[src/rtl/gpio_pad_pkg.sv]
package gpio_pad_pkg;
  localparam int LANE_W   = 8;
  localparam int B_PUD    = 0;
  localparam int B_DIRWE  = 1;
  localparam int B_DIR    = 2;
  localparam int B_VALWE  = 3;
  localparam int B_VAL    = 4;
  localparam int B_IN     = 5;

  typedef struct packed {
    logic pud;
    logic dir;
    logic val;
  } pad_cfg_t;
endpackage

[src/rtl/pad_sync.sv]
module pad_sync #(
  parameter int STAGES = 2
) (
  input  logic clk,
  input  logic rst,
  input  logic din,
  output logic dout
);
  logic [STAGES-1:0] chain_q;

  always_ff @(posedge clk) begin
    if (rst) chain_q <= '1;
    else     chain_q <= {chain_q[STAGES-2:0], din};
  end

  assign dout = chain_q[STAGES-1];

  generate
    if (STAGES == 2) begin : g_chk
      logic [1:0] age_q;
      always_ff @(posedge clk) begin
        if (rst) age_q <= '0;
        else if (age_q != 2'd2) age_q <= age_q + 2'd1;
      end
      // line level reaches the synchronizer output two edges later
      assert_sync_delay_R6: assert property (@(posedge clk) disable iff (rst)
        (age_q == 2'd2) |-> (dout == $past(din, 2)));
    end
  endgenerate
endmodule

[src/rtl/pad_lane.sv]
module pad_lane
  import gpio_pad_pkg::*;
(
  input  logic     clk,
  input  logic     rst,
  input  logic     wr_en,
  input  logic     wr_pud,
  input  logic     wr_dirwe,
  input  logic     wr_dir,
  input  logic     wr_valwe,
  input  logic     wr_val,
  output pad_cfg_t cfg_o,
  output logic     drive_low_o
);
  pad_cfg_t cfg_q, cfg_d;

  always_comb begin
    cfg_d = cfg_q;
    if (wr_en) begin
      cfg_d.pud = wr_pud;
      if (wr_dirwe) cfg_d.dir = wr_dir;
      if (wr_valwe) cfg_d.val = wr_val;
    end
  end

  always_ff @(posedge clk) begin
    if (rst) begin
      cfg_q       <= '0;
      drive_low_o <= 1'b0;
    end else begin
      cfg_q       <= cfg_d;
      drive_low_o <= cfg_d.dir & ~cfg_d.val;
    end
  end

  assign cfg_o = cfg_q;

  // direction holds unless its enable bit rides along with the write
  assert_dir_hold_R2: assert property (@(posedge clk) disable iff (rst)
    !(wr_en && wr_dirwe) |=> $stable(cfg_q.dir));
  // value holds unless its enable bit rides along with the write
  assert_val_hold_R3: assert property (@(posedge clk) disable iff (rst)
    !(wr_en && wr_valwe) |=> $stable(cfg_q.val));
  // the pad is pulled low only when it is an output holding 0
  assert_drive_rule_R4: assert property (@(posedge clk) disable iff (rst)
    drive_low_o == (cfg_q.dir && !cfg_q.val));
  // pull-up disable follows every write
  assert_pud_load_R5: assert property (@(posedge clk) disable iff (rst)
    wr_en |=> (cfg_q.pud == $past(wr_pud)));
endmodule

[src/rtl/gpio_pad_ctrl.sv]
module gpio_pad_ctrl
  import gpio_pad_pkg::*;
#(
  parameter int DATA_W    = 32,
  parameter int NUM_PADS  = 2,
  parameter int SYNC_STG  = 2
) (
  input  logic                clk,
  input  logic                rst,
  input  logic                wr_en,
  input  logic [DATA_W-1:0]   wr_data,
  output logic [DATA_W-1:0]   rd_data,
  input  logic [NUM_PADS-1:0] pad_in,
  output logic [NUM_PADS-1:0] pad_drive_low,
  output logic [NUM_PADS-1:0] pad_pullup_dis
);
  localparam int USED_W = NUM_PADS * LANE_W;

  pad_cfg_t [NUM_PADS-1:0] cfg;
  logic     [NUM_PADS-1:0] in_sync;
  logic     [DATA_W-1:0]   rd_next;
  logic                    unused_wr_bits;

  assign unused_wr_bits = ^wr_data;

  generate
    for (genvar p = 0; p < NUM_PADS; p++) begin : g_pad
      pad_lane u_lane (
        .clk         (clk),
        .rst         (rst),
        .wr_en       (wr_en),
        .wr_pud      (wr_data[p*LANE_W + B_PUD]),
        .wr_dirwe    (wr_data[p*LANE_W + B_DIRWE]),
        .wr_dir      (wr_data[p*LANE_W + B_DIR]),
        .wr_valwe    (wr_data[p*LANE_W + B_VALWE]),
        .wr_val      (wr_data[p*LANE_W + B_VAL]),
        .cfg_o       (cfg[p]),
        .drive_low_o (pad_drive_low[p])
      );

      pad_sync #(.STAGES(SYNC_STG)) u_sync (
        .clk  (clk),
        .rst  (rst),
        .din  (pad_in[p]),
        .dout (in_sync[p])
      );

      assign pad_pullup_dis[p] = cfg[p].pud;
    end
  endgenerate

  always_comb begin
    rd_next = '0;
    for (int p = 0; p < NUM_PADS; p++) begin
      rd_next[p*LANE_W + B_PUD] = cfg[p].pud;
      rd_next[p*LANE_W + B_DIR] = cfg[p].dir;
      rd_next[p*LANE_W + B_VAL] = cfg[p].val;
      rd_next[p*LANE_W + B_IN]  = in_sync[p];
    end
  end

  always_ff @(posedge clk) begin
    if (rst) rd_data <= '0;
    else     rd_data <= rd_next;
  end

  generate
    if (USED_W < DATA_W) begin : g_upper_chk
      // bits above the lanes always read as zero
      assert_upper_zero_R7: assert property (@(posedge clk) disable iff (rst)
        rd_data[DATA_W-1:USED_W] == '0);
    end
  endgenerate

  // enable bits are never stored, so they always read back as zero
  assert_enables_zero_R7: assert property (@(posedge clk) disable iff (rst)
    (rd_data[B_DIRWE] == 1'b0) && (rd_data[B_VALWE] == 1'b0));
endmodule

[config.mk]
export PLATFORM = sky130hd
export DESIGN_NAME = gpio_pad_ctrl
export DESIGN_NICKNAME = d
export VERILOG_FILES = /design/src/rtl/gpio_pad_pkg.sv /design/src/rtl/pad_sync.sv /design/src/rtl/pad_lane.sv /design/src/rtl/gpio_pad_ctrl.sv
export SDC_FILE = /design/constraint.sdc
export NUM_CORES = 1
export LEC_CHECK = 0
export ABC_AREA = 1
export BUFFER_PORTS_ARGS = -buffer_cell sky130_fd_sc_hd__buf_2
export CORE_UTILIZATION = 36
export CTS_CLUSTER_DIAMETER = 200
export CTS_CLUSTER_SIZE = 16
export DETAILED_ROUTE_END_ITERATION = 10
export GPL_ROUTABILITY_DRIVEN = 0
export PLACE_DENSITY = 0.76
export SLEW_MARGIN = 30
export SYNTH_ARGS = -nofsm -noshare
export SYNTH_HDL_FRONTEND = slang
export SYNTH_SLANG_ARGS = --single-unit
[constraint.sdc]
create_clock -name clk -period 0.8 [get_ports clk]
set_input_delay 0.16 -clock clk [delete_from_list [all_inputs] [get_ports clk]]
set_output_delay 0.16 -clock clk [all_outputs]
set_load 0.01 [all_outputs]
==> flow_metrics.tcl, run 1 <==
set metrics [dict create \
    outcome "finished, violations left" \
    violations "negative setup slack" \
    die-area_sq_mm 0.00258 \
    path_buf_inv 1 \
    ys_types 12 \
    drt-initial-drc-count 4 \
    fp.dieW_um 50.8 \
    clock.fmax_ghz 1.10 \
    drive_gt1_frac 0.326 \
    setup_violations 12 \
    r2r_cells 5 \
    maxCapViolations 0 \
    cts_tree "done" \
    cp.arrival_ns 0.75 \
    ios 73 \
    num-fill-cells 230 \
    core.rowCount 17 \
    clkTransAtPathRegs_ns 0.11 \
    slew_violations 0 \
    ys_ff_latch 20 \
    final_nets 167 \
    cts_hold_buf 0 \
    synth_top_area_frac 0.468 \
    synth.largest_area_cell "dfxtp_1" \
    avgViaCountPerCell 3.69 \
    cp_slowest_stage_delay_ns 0.34 \
    path_class "reg2out" \
    crit_required_ns 0.64 \
    num_vias 579 \
    area_growth_pct 16.1 \
    postRouteAntennaNets 0 \
    cts_max_path_buffers 2 \
    min_period_ns 0.907 \
    drt_wl_total_um 1240 \
    yosysSeqAreaShare 0.468 \
    grt_use_total 0.109 \
    fin_cells 157 \
    initial_core_util 0.383 \
    max-vdd-ir-drop_v 0.00135 \
    cts_buffers 3 \
    end_kind "output pin" \
    syn_area_sq_um 856 \
    hold_viol 0 \
    io_buffer_count 26 \
    fin_crit_sh 1.13 \
    dr.pass1.iters 3 \
    rsz0062_at_grt "yes" \
    fin_setup_tns_ns -1.13 \
    dp.cells 153 \
    fin_ws_ns -0.107 \
    cp_cell_sequence "buf_6" \
    cp_max_fo 2 \
    antenna_found_initial 0 \
    hp-class "in2reg" \
    die_h_um 50.8 \
    insertedDiodeCount 0 \
    routedWlPerCell_um 7.87 \
    finalClockSkew_ns 0.00824 \
    multi_input_area_sq_um 248 \
    p_per_area_mw_per_mm2 2150 \
    grt_max_degree 13 \
    seqCellArea_sq_um 409 \
    postSynthCellCount 105 \
    yosys-top-cells-area "dfxtp_1 (47%), buf_4 (25%), inv_1 (7.9%), nor2_1 (5.3%), nand2_1 (4.4%)" \
    clkSinkCount 20 \
    critPathSlowestCell "dfxtp_2" \
    ff2ff_setup_slack_ns 0.10 \
    grt-ovfl-total 0 \
    grt_pass1_wl_um 2100 \
    path_delay_family "flip-flops" \
    dp_hpwl_um 965 \
    syn_avg_cell_area_sq_um 8.15 \
    clk_latency_ns 0.30 \
    path_depth 1 \
    drc_errors 0 \
    min_path_cells 2 \
    grt_pass1_vias 509 \
    core_sq_mm 0.00223 \
    holdWs_ns 0.0394 \
    cts_htree_levels 1 \
    p_leak_nw 0.576 \
    ys_warn_count 0 \
    startpoint_type "flip-flop" \
    cts_root_buffer "clkbuf_4" \
]
timing repair:
action | in CTS | in global routing
setup endpoints to repair | 12 | 12
buffers inserted | 0 | 0
resized for setup | 6 | 8
cells in the mapped netlist (all sizes together):
| cell | count |
|---|---|
| dfxtp | 20 |
| nand2 | 10 |
| buf | 30 |
| or2 | 4 |
| nor2 | 12 |
| conb | 1 |
| inv | 18 |
| a21oi | 2 |
| nand3 | 6 |
| o21ai | 2 |
registers in the layout, summed over array words and instances, names as in the netlist:
signal and flops:
g_pad.u_lane.cfg_o 6, rd_data 8, g_pad.u_lane.drive_low_o 2, g_pad.u_sync.chain_q 4
where the power goes:
group	internal [W]	leakage, nW	switching [W]
sequential	0.00106	0.167	0.0000185
clock	0.000506	0.0279	0.000289
combinational	0.000106	0.381	0.000156
logic make-up after synthesis:
logic type             Yosys count  synth area share
buffers and inverters           48             0.344
AND/OR/NAND/NOR                 32             0.161
flip-flops                      20             0.468
AO/OA/AOI/OAI                    4            0.0234
other                            1           0.00438
cell type report:
| cell class | instances | area share |
|---|---|---|
| clock buffers | 3 | 0.0227 |
| inverters | 18 | 0.0680 |
| flip-flops and latches | 20 | 0.412 |
| clock inverters | 1 | 0.0302 |
| multi-input cells | 60 | 0.249 |
| well taps | 28 | 0.0353 |
| repair buffers | 27 | 0.183 |
routing by layer:
layer  vias to the layer above  global-route usage  share of wire
met1                       246               0.131           0.40
met5                         -                   0              0
met2                        29               0.184           0.52
li1                        302                   -              -
met3                         2              0.0182          0.070
met4                         0              0.0556          0.012
stage by stage:
stage | power, W | util | setup slack (ns) | area [sq um]
floorplan | 0.00135 | - | 0.138 | 942
global placement | 0.00132 | 0.398 | 0.0511 | 888
detailed placement | 0.00133 | 0.398 | 0.0243 | 888
CTS | 0.00214 | 0.431 | -0.125 | 963
global route | 0.00224 | 0.445 | -0.138 | 993
finish | 0.00213 | 0.445 | -0.107 | 993
worst paths after layout:
check	start	to
max	g_pad[0].u_lane.cfg_o[2]	pad_pullup_dis[0]
max reg2reg	g_pad[0].u_lane.cfg_o[0]	g_pad[0].u_lane.drive_low_o
min reg2reg	g_pad[1].u_sync.chain_q[1]	rd_data[13]
min	pad_in[1]	g_pad[1].u_sync.chain_q[0]
cells in the final DEF, fill, tap and decap left out, types with 4 or more instances in the layout:
cell	instances
buf_2	19
buf_6	7
conb_1	24
dfxtp_1	13
dfxtp_2	7
inv_1	18
nand2_1	10
nand3_1	6
nor2_1	12
or2_2	4
(Power assumes the default switching activity.)
==> run 2, diff against run 1 <==
--- a/config.mk
+++ b/config.mk
@@ -5,9 +5,9 @@
 export SDC_FILE = /design/constraint.sdc
 export NUM_CORES = 1
 export LEC_CHECK = 0
-export ABC_AREA = 1
 export BUFFER_PORTS_ARGS = -buffer_cell sky130_fd_sc_hd__buf_2
 export CORE_UTILIZATION = 36
+export CTS_BUF_LIST = sky130_fd_sc_hd__clkbuf_16
 export CTS_CLUSTER_DIAMETER = 200
 export CTS_CLUSTER_SIZE = 16
 export DETAILED_ROUTE_END_ITERATION = 10
==> flow_metrics.tcl, run 2 <==
set metrics [dict create \
    final_common_cell "conb_1" \
    insertedDiodeCount 0 \
    grt_pass1_vias 480 \
    max-vdd-ir-drop_v 0.00113 \
    fin_ws_ns -0.0597 \
    postRouteAntennaNets 0 \
    cp_cell_sequence "buf_6" \
    ys_ff_latch 20 \
    end_kind "output pin" \
    violations "negative setup slack" \
    holdWs_ns 0.0880 \
    yosysMostFrequentCell "buf_4" \
    grt_max_degree 13 \
    grt_use_total 0.109 \
    ys_types 17 \
    grt_pass1_wl_um 2010 \
    synth_common_cells "buf_4 (28), dfxtp_1 (20), nor2b_1 (6)" \
    fin_cells 136 \
    crit_required_ns 0.64 \
    path_buf_inv 1 \
    slew_violations 0 \
    min_period_ns 0.860 \
    yosysSeqAreaShare 0.465 \
    path_delay_family "flip-flops" \
    top_register "rd_data" \
    cp.arrival_ns 0.70 \
    finalClockSkew_ns 0.00282 \
    cts_tree "done" \
    clock.fmax_ghz 1.16 \
    clkTransAtPathRegs_ns 0.05 \
    die_h_um 50.9 \
    grt-ovfl-total 0 \
    cts_buffers 3 \
    p_total_w 0.00265 \
    core_sq_mm 0.00223 \
    p_leak_nw 0.526 \
    clk_latency_ns 0.25 \
    p_per_area_mw_per_mm2 2500 \
    startpoint_type "flip-flop" \
    die-area_sq_mm 0.00259 \
    routedWlPerCell_um 9.92 \
    ios 73 \
    async_flop_share 0 \
    largest_reg_flops 8 \
    avgViaCountPerCell 4.05 \
    cts_max_path_buffers 2 \
    antenna_found_initial 0 \
    rsz0062_at_grt "yes" \
    hold_viol 0 \
    yosys-top-cells-area "dfxtp_1 (47%), buf_4 (24%), nor2b_1 (4.4%), or2_2 (2.9%), and3_4 (2.6%)" \
    dp_slack_ns -0.0541 \
    core.rowCount 17 \
    cp_max_fo 3 \
    drc_errors 0 \
    fp.dieW_um 50.9 \
    dp_hpwl_um 926 \
    ys_warn_count 0 \
    num-fill-cells 209 \
    dp.cells 131 \
    clkSinkCount 20 \
    drt_wl_total_um 1350 \
    syn_avg_cell_area_sq_um 10.5 \
    io_buffer_count 26 \
    setup_violations 12 \
    cts_root_buffer "clkbuf_16" \
    initial_core_util 0.385 \
    cts_htree_levels 1 \
    synth_edf_count 0 \
    drive_gt1_frac 0.444 \
    postSynthCellCount 82 \
    synth.largest_area_cell "dfxtp_1" \
    syn_area_sq_um 861 \
    fin_crit_sh 1.07 \
    drt-initial-drc-count 7 \
    dr.pass1.iters 3 \
    area_growth_pct 23.1 \
    maxCapViolations 0 \
    hp-class "in2reg" \
    num_vias 551 \
    layout.cells.most_common_list "conb_1 (24), buf_2 (22), dfxtp_1 (15)" \
    outcome "finished, violations left" \
    final_nets 146 \
    ys.flop_type "dfxtp_1" \
    path_class "reg2out" \
    synth_top_area_frac 0.465 \
    critPathSlowestCell "dfxtp_2" \
    cp_slowest_stage_delay_ns 0.35 \
]
==> run 2: power by group <==
part	switching [W]	leakage [nW]	internal, W
Clock	0.000353	0.0511	0.000992
Sequential	0.0000153	0.166	0.00104
Combinational	0.000136	0.309	0.000106
Total	0.000504	0.526	0.00214
==> run 2: metal layers <==
layer	part of all wire	track usage	wire, um	vias up
met5	0	0	0	-
met4	0	0.0741	0	0
met3	0.090	0.0327	121	0
met2	0.53	0.197	712	31
met1	0.38	0.103	514	256
li1	-	-	-	264
==> run 2: what timing repair did <==
item	in CTS	in global routing
resized for setup	8	5
hold buffers	0	0
endpoints found under the setup margin	13	15
gates cloned	0	0
pin swaps	1	1
buffers inserted	1	0
==> run 2: worst paths after layout <==
kind,slack (ns),endpoint,from,depth (start not counted)
worst min register to register,0.42,g_pad[1].u_sync.chain_q[1],g_pad[1].u_sync.chain_q[0],1
worst max register to register,0.01,g_pad[0].u_lane.drive_low_o,g_pad[0].u_lane.cfg_o[1],2
worst min-delay path,0.09,g_pad[0].u_sync.chain_q[0],pad_in[0],2
worst max-delay path,-0.06,pad_pullup_dis[0],g_pad[0].u_lane.cfg_o[2],1
==> run 2: final cells by class <==
cell class                      count  area, sq um  area share
Sequential cell                    20          407       0.384
Multi-Input combinational cell     54          332       0.313
Timing Repair Buffer               29          178       0.168
Clock buffer                        3         75.1      0.0708
Tap cell                           28         35.0      0.0331
Clock inverter                      1         30.0      0.0283
Inverter                            1         3.75     0.00354
==> run 2: stage by stage <==
| step | area, sq um | TNS [ns] | utilization |
|---|---|---|---|
| 2_1_floorplan | 947 | 0 | - |
| 3_3_place_gp | 895 | -0.111 | 0.401 |
| 5_1_grt | 1060 | -0.645 | 0.475 |
| 4_1_cts | 1040 | -0.467 | 0.466 |
| 3_5_place_dp | 895 | -0.105 | 0.401 |
| 6_report | 1060 | -0.386 | 0.475 |
==> run 2: cells by family (layout without fill, tap and decap cells) <==
family                 Yosys count  in the layout  synth area share
AO/OA/AOI/OAI                   10             10            0.0959
buffers and inverters           31             34             0.275
flip-flops                      20             20             0.465
multiplexers                     2              2            0.0233
other                            1             24           0.00436
AND/OR/NAND/NOR                 18             18             0.137
